<file path="config.mk">
export PLATFORM = sky130hd
export DESIGN_NAME = acia_mailbox
export DESIGN_NICKNAME = d
export VERILOG_FILES = /design/src/rtl/acia_mbx_pkg.sv /design/src/rtl/acia_delay.sv /design/src/rtl/acia_side.sv /design/src/rtl/acia_mailbox.sv
export SDC_FILE = /design/constraint.sdc
export NUM_CORES = 1
export LEC_CHECK = 0
export ABC_CLOCK_PERIOD_IN_PS = 9000
export BUFFER_PORTS_ARGS = -buffer_cell sky130_fd_sc_hd__buf_2
export CELL_PAD_IN_SITES_DETAIL_PLACEMENT = 0
export CELL_PAD_IN_SITES_GLOBAL_PLACEMENT = 2
export CORE_MARGIN = 2
export CORE_UTILIZATION = 42
export CTS_CLUSTER_DIAMETER = 50
export DETAILED_ROUTE_END_ITERATION = 6
export GPL_TIMING_DRIVEN = 0
export HOLD_SLACK_MARGIN = 0.02
export PLACE_DENSITY = 0.83
export SYNTH_ARGS = -nofsm -noshare
export SYNTH_HDL_FRONTEND = slang
export SYNTH_HIERARCHICAL = 1
export SYNTH_SLANG_ARGS = --single-unit
</file>
<file path="constraint.sdc">
create_clock -name clk_i -period 9 [get_ports clk_i]
set_input_delay 0.9 -clock clk_i [delete_from_list [all_inputs] [get_ports clk_i]]
set_output_delay 0.9 -clock clk_i [all_outputs]
set_load 0.01 [all_outputs]
</file>
<file path="src/rtl/acia_mbx_pkg.sv">
package acia_mbx_pkg;
  localparam int unsigned ST_RXF = 0;
  localparam int unsigned ST_TXE = 1;
  localparam int unsigned ST_OVR = 5;
  localparam int unsigned ST_IRQ = 7;

  function automatic logic irq_request(input logic [7:0] ctrl, input logic rxf,
                                       input logic ovr, input logic txe);
    return (ctrl[7] && (rxf || ovr)) || ((ctrl[6:5] == 2'b01) && txe);
  endfunction
endpackage

</file>
<file path="src/rtl/acia_delay.sv">
module acia_delay #(
  parameter int unsigned CYCLES = 1
) (
  input  logic clk_i,
  input  logic rst_ni,
  input  logic start_i,
  input  logic cancel_i,
  output logic done_o
);
  localparam int unsigned CW = (CYCLES < 2) ? 1 : $clog2(CYCLES);

  logic          busy_q;
  logic [CW-1:0] cnt_q;

  assign done_o = busy_q && (cnt_q == '0) && !start_i && !cancel_i;

  always_ff @(posedge clk_i or negedge rst_ni) begin
    if (!rst_ni) begin
      busy_q <= 1'b0;
      cnt_q  <= '0;
    end else if (cancel_i) begin
      busy_q <= 1'b0;
    end else if (start_i) begin
      busy_q <= 1'b1;
      cnt_q  <= CW'(CYCLES - 1);
    end else if (busy_q) begin
      if (cnt_q == '0) busy_q <= 1'b0;
      else             cnt_q  <= cnt_q - 1'b1;
    end
  end
endmodule

</file>
<file path="src/rtl/acia_side.sv">
module acia_side
  import acia_mbx_pkg::*;
#(
  parameter int unsigned DATA_W = 8
) (
  input  logic              clk_i,
  input  logic              rst_ni,
  input  logic              ctrl_we_i,
  input  logic [7:0]        ctrl_i,
  input  logic              rx_rd_i,
  input  logic              arrive_i,
  input  logic [DATA_W-1:0] arrive_data_i,
  input  logic              tx_clr_i,
  input  logic              tx_set_i,
  input  logic              gate_i,
  output logic [7:0]        ctrl_o,
  output logic [7:0]        status_o,
  output logic [DATA_W-1:0] rx_data_o,
  output logic              held_o,
  output logic              irq_o
);
  logic [7:0]        ctrl_q;
  logic              rxf_q, ovr_q, txe_q, irq_q;
  logic [DATA_W-1:0] rx_q;

  assign held_o = (ctrl_q[1:0] == 2'b11);

  always_ff @(posedge clk_i or negedge rst_ni) begin
    if (!rst_ni) begin
      ctrl_q <= 8'h03;
      rxf_q  <= 1'b0;
      ovr_q  <= 1'b0;
      txe_q  <= 1'b1;
      irq_q  <= 1'b0;
      rx_q   <= '0;
    end else begin
      if (ctrl_we_i) ctrl_q <= ctrl_i;
      irq_q <= irq_request(ctrl_q, rxf_q, ovr_q, txe_q) && gate_i;
      if (held_o) begin
        rxf_q <= 1'b0;
        ovr_q <= 1'b0;
        txe_q <= 1'b1;
      end else begin
        if (arrive_i) begin
          ovr_q <= ovr_q | rxf_q;
          rxf_q <= 1'b1;
          rx_q  <= arrive_data_i;
        end else if (rx_rd_i) begin
          rxf_q <= 1'b0;
          ovr_q <= 1'b0;
        end
        if (tx_clr_i)      txe_q <= 1'b0;
        else if (tx_set_i) txe_q <= 1'b1;
      end
    end
  end

  always_comb begin
    status_o         = '0;
    status_o[ST_RXF] = rxf_q;
    status_o[ST_TXE] = txe_q;
    status_o[ST_OVR] = ovr_q;
    status_o[ST_IRQ] = irq_q;
  end

  assign ctrl_o    = ctrl_q;
  assign rx_data_o = rx_q;
  assign irq_o     = irq_q;
endmodule

</file>
<file path="src/rtl/acia_mailbox.sv">
module acia_mailbox #(
  parameter int unsigned DATA_W = 8,
  parameter int unsigned CLK_HZ = 125_000_000
) (
  input  logic              clk_i,
  input  logic              rst_ni,
  input  logic              m_wr_i,
  input  logic              m_rd_i,
  input  logic              m_addr_i,
  input  logic [DATA_W-1:0] m_wdata_i,
  output logic [DATA_W-1:0] m_rdata_o,
  input  logic              s_wr_i,
  input  logic              s_rd_i,
  input  logic              s_addr_i,
  input  logic [DATA_W-1:0] s_wdata_i,
  output logic [DATA_W-1:0] s_rdata_o,
  input  logic              nmi_gate_i,
  output logic              irq_o,
  output logic              nmi_o
);
  localparam int unsigned DELAY = (CLK_HZ / 2000 < 1) ? 1 : CLK_HZ / 2000;

  logic [7:0]        m_ctrl, s_ctrl, m_status, s_status;
  logic [DATA_W-1:0] m_rx, s_rx, tx_buf_q;
  logic              m_held, s_held;
  logic              m_send, s_send, m_done;

  assign m_send = m_wr_i && m_addr_i && !m_held;
  assign s_send = s_wr_i && s_addr_i && !s_held;

  always_ff @(posedge clk_i or negedge rst_ni) begin
    if (!rst_ni)     tx_buf_q <= '0;
    else if (m_send) tx_buf_q <= m_wdata_i;
  end

  acia_delay #(.CYCLES(DELAY)) u_delay (
    .clk_i    (clk_i),
    .rst_ni   (rst_ni),
    .start_i  (m_send),
    .cancel_i (m_held),
    .done_o   (m_done)
  );

  acia_side #(.DATA_W(DATA_W)) u_main (
    .clk_i         (clk_i),
    .rst_ni        (rst_ni),
    .ctrl_we_i     (m_wr_i && !m_addr_i),
    .ctrl_i        (m_wdata_i[7:0]),
    .rx_rd_i       (m_rd_i && m_addr_i),
    .arrive_i      (s_send),
    .arrive_data_i (s_wdata_i),
    .tx_clr_i      (m_send),
    .tx_set_i      (m_done),
    .gate_i        (1'b1),
    .ctrl_o        (m_ctrl),
    .status_o      (m_status),
    .rx_data_o     (m_rx),
    .held_o        (m_held),
    .irq_o         (irq_o)
  );

  acia_side #(.DATA_W(DATA_W)) u_sound (
    .clk_i         (clk_i),
    .rst_ni        (rst_ni),
    .ctrl_we_i     (s_wr_i && !s_addr_i),
    .ctrl_i        (s_wdata_i[7:0]),
    .rx_rd_i       (s_rd_i && s_addr_i),
    .arrive_i      (m_done),
    .arrive_data_i (tx_buf_q),
    .tx_clr_i      (1'b0),
    .tx_set_i      (1'b0),
    .gate_i        (nmi_gate_i),
    .ctrl_o        (s_ctrl),
    .status_o      (s_status),
    .rx_data_o     (s_rx),
    .held_o        (s_held),
    .irq_o         (nmi_o)
  );

  assign m_rdata_o = m_addr_i ? m_rx : DATA_W'(m_status);
  assign s_rdata_o = s_addr_i ? s_rx : DATA_W'(s_status);
endmodule

</file>
==> metrics.md <==
| Metric | Value |
|---|---|
| Outcome | `complete, no violations` |
| Max-Cap Viols | `0` |
| Worst Hold Class | `reg2reg` |
| Fmax | `roughly 270 MHz` |
| Die width | `89.3 um` |
| Final min period | `3680 ps` |
| Mapped Area | `a little over 0.003 mm2` |
| Multi-input gate area | `0.00142 mm2` |
| Final Net Count | `343` |
| Comb pwr share | `0.229` |
| Htree depth | `3` |
| Initial DRC Count | `slightly below 70` |
| CTS Buf Count | `9` |
| Worst EP arrival | `approximately 3900 ps` |
| Layout cells sized above 1 | `0.472` |
| Vias in the first global route | `~2000` |
| Critical-path cell list | `and2_1, nand3b_4, inv_1, or4b_2, nor4_4, and3b_2, a21boi_4, mux2_2` |
| Clock root buffer | `clkbuf_8` |
| Clk pin slew, worst setup/hold paths | `~70 ps` |
| Post-cts hold buffer count | `0` |
| Critical Path End Type | `register` |
| Syn-to-layout area delta | `16.9%` |
| Critical path launch point type | `register` |
| Num Clock Sinks | `59` |
| Initial Utilization | `0.428` |
| Synthesis Warnings | `6` |
| Post-Syn Area per Cell | `~12 um2` |
| Register Area | `about 0.0015 mm2` |
| Maximum VDD drop | `0.000106 V` |
| Slew @ Worst Pin | `777 ps` |
| Switching share of total power | `0.299` |
| GP Congestion | `between 0.7 and 0.8` |
| RSZ-0062 raised after global routing | `no` |
| PwrDens | `~200 mW/mm2` |
| Detailed Routing Iterations Pass 1 | `4` |
| Crit path max fanout | `11` |
| IO Count | `43` |
| Global-route wire length before repair | `just under 10000 um` |
| Fin. max-slew vios | `0` |
| Worst hold slack | `499 ps` |
| CP required | `around 9000 ps` |
| Total core area | `0.00714 mm2` |
| Total power | `slightly above 0.7 mW` |
| WL per Instance | `approximately 14 um` |
| CTS max path bufs | `2` |
| Initial antenna violation count | `0` |
| Clock network latency to the later pin of the worst-skew pair | `between 300 and 400 ps` |
| Final global-route overflow total | `0` |
| Die Y | `between 80 and 90 um` |
| Worst path max stage delay | `720 ps` |
| DRC Markers | `0` |
| Dpl hpwl | `around 4200 um` |
| Via count | `~2100` |
| ANT cells | `0` |
| Psw | `approximately 0.22 mW` |
| Max-slew headroom | `0.477` |
| Layout filler cell count | `~700` |
| GRT Total Usage | `0.165` |
| WS Path Type | `reg2reg` |
| Final period utilization | `0.409` |
| Final Setup Violations | `0` |
| Final cell count without fillers | `~420` |
| Die Footprint | `0.00798 mm2` |
| CP max stage cell | `or4b_2` |
| CTS tree | `built` |
| Cell family with most CP delay | `simple AND/OR/NAND/NOR gates` |
| Via/cell ratio | `5.02` |
| Mapped Cells | `257` |
| Crit path buf inv count | `1` |
| Clock share of power | `0.272` |
| Flop pwr share | `0.499` |
| Largest net degree at the start of global routing | `60` |
| Fin. Hold Viols | `0` |
| Port Buffer Count | `42` |
| P_int | `between 0.5 and 0.6 mW` |
| CTS resizes | `0` |
| Number of routed nets with antenna violations | `0` |
| Clock skew | `about 8.4 ps` |
| Setup Buffers After CTS | `0` |
| Pleak | `about 1.6 nW` |
| DP Cell Count | `405` |
| Final WL | `6020 um` |
| Row count | `31` |
| Fin Setup TNS | `0 ps` |
## power groups by stage
stage	combinational, mW	sequential [mW]	clock [mW]
2_1_floorplan	0.125	0.353	0
3_3_place_gp	0.165	0.364	0
3_5_place_dp	0.167	0.366	0
4_1_cts	0.168	0.362	0.204
5_1_grt	0.186	0.370	0.216
6_report	0.166	0.361	0.197
## cell usage in the layout, fill, tap and decap left out, types with 2 or more instances in the layout
master,count
o21bai_1,3
clkbuf_1,4
nand3b_1,3
o21ai_0,6
nor2_1,9
or3_1,3
inv_1,7
o31ai_1,3
or3_2,2
nand3_1,4
clkinv_2,4
a21boi_4,2
or4_1,3
nor4_1,6
nand2_1,5
conb_1,11
nor3b_1,2
clkbuf_8,9
and2_1,5
dfstp_2,6
a21boi_0,2
mux2_2,50
nand4_1,2
a21oi_1,9
dfrtp_1,53
mux2i_1,3
nor3_1,7
buf_4,18
or2_2,2
buf_2,44
nand2b_1,6
nor2b_1,3
or3b_2,2
## worst reg2reg max path, stage by stage, from the launching register on
cell and delay [ps]:
dfstp_2 560, and2_1 380, nand3b_4 300, inv_1 160
or4b_2 720, nor4_4 410, and3b_2 320, a21boi_4 340
mux2_2 370
## per-stage QoR
step                cell area (um2)  setup slack, ps  utilization
detailed placement             3420             5270        0.479
finish                         3580             5320        0.501
CTS                            3570             5260        0.501
global route                   3580             5060        0.501
global placement               3420             5290        0.479
floorplan                      3080             5870            -
## final cells by class
| type | count | area share |
|---|---|---|
| Clock buffer | 12 | 0.0378 |
| Clock inverter | 4 | 0.00560 |
| Multi-Input combinational cell | 176 | 0.398 |
| Buffer | 21 | 0.0409 |
| Inverter | 8 | 0.00840 |
| Sequential cell | 59 | 0.415 |
| Tap cell | 99 | 0.0346 |
| Timing Repair Buffer | 42 | 0.0595 |
## per-layer routing
metal / part of all wire / global-route usage / up-vias
met5: 0 / 0 / -
met4: 0.020 / 0.0773 / 0
li1: - / - / 1032
met2: 0.48 / 0.257 / 30
met3: 0.031 / 0.0379 / 10
met1: 0.47 / 0.219 / 1041
## worst paths after layout
path | startpoint | to | slack, ps | cells after the start
max | u_main/ctrl_o[0] | u_sound/rx_data_o[7] | 5320 | 8
min | tx_buf_q[2] | u_sound/rx_data_o[2] | 500 | 1
max reg2reg | u_main/ctrl_o[0] | u_sound/rx_data_o[7] | 5320 | 8
min reg2reg | tx_buf_q[2] | u_sound/rx_data_o[2] | 500 | 1
max in group asynchronous | rst_ni | u_sound/ovr_q | 7850 | 1
min in group asynchronous | rst_ni | u_sound/rx_data_o[4] | 620 | 1
## flip-flops by register name, summed over array words and instances (netlist names), 5 cells and up
name,cells
u_main/rx_data_o,8
u_sound/rx_data_o,8
u_delay/cnt_q,16
tx_buf_q,8
u_sound/ctrl_o,5
u_main/ctrl_o,5
No activity file was read; power rests on OpenSTA's default activity.
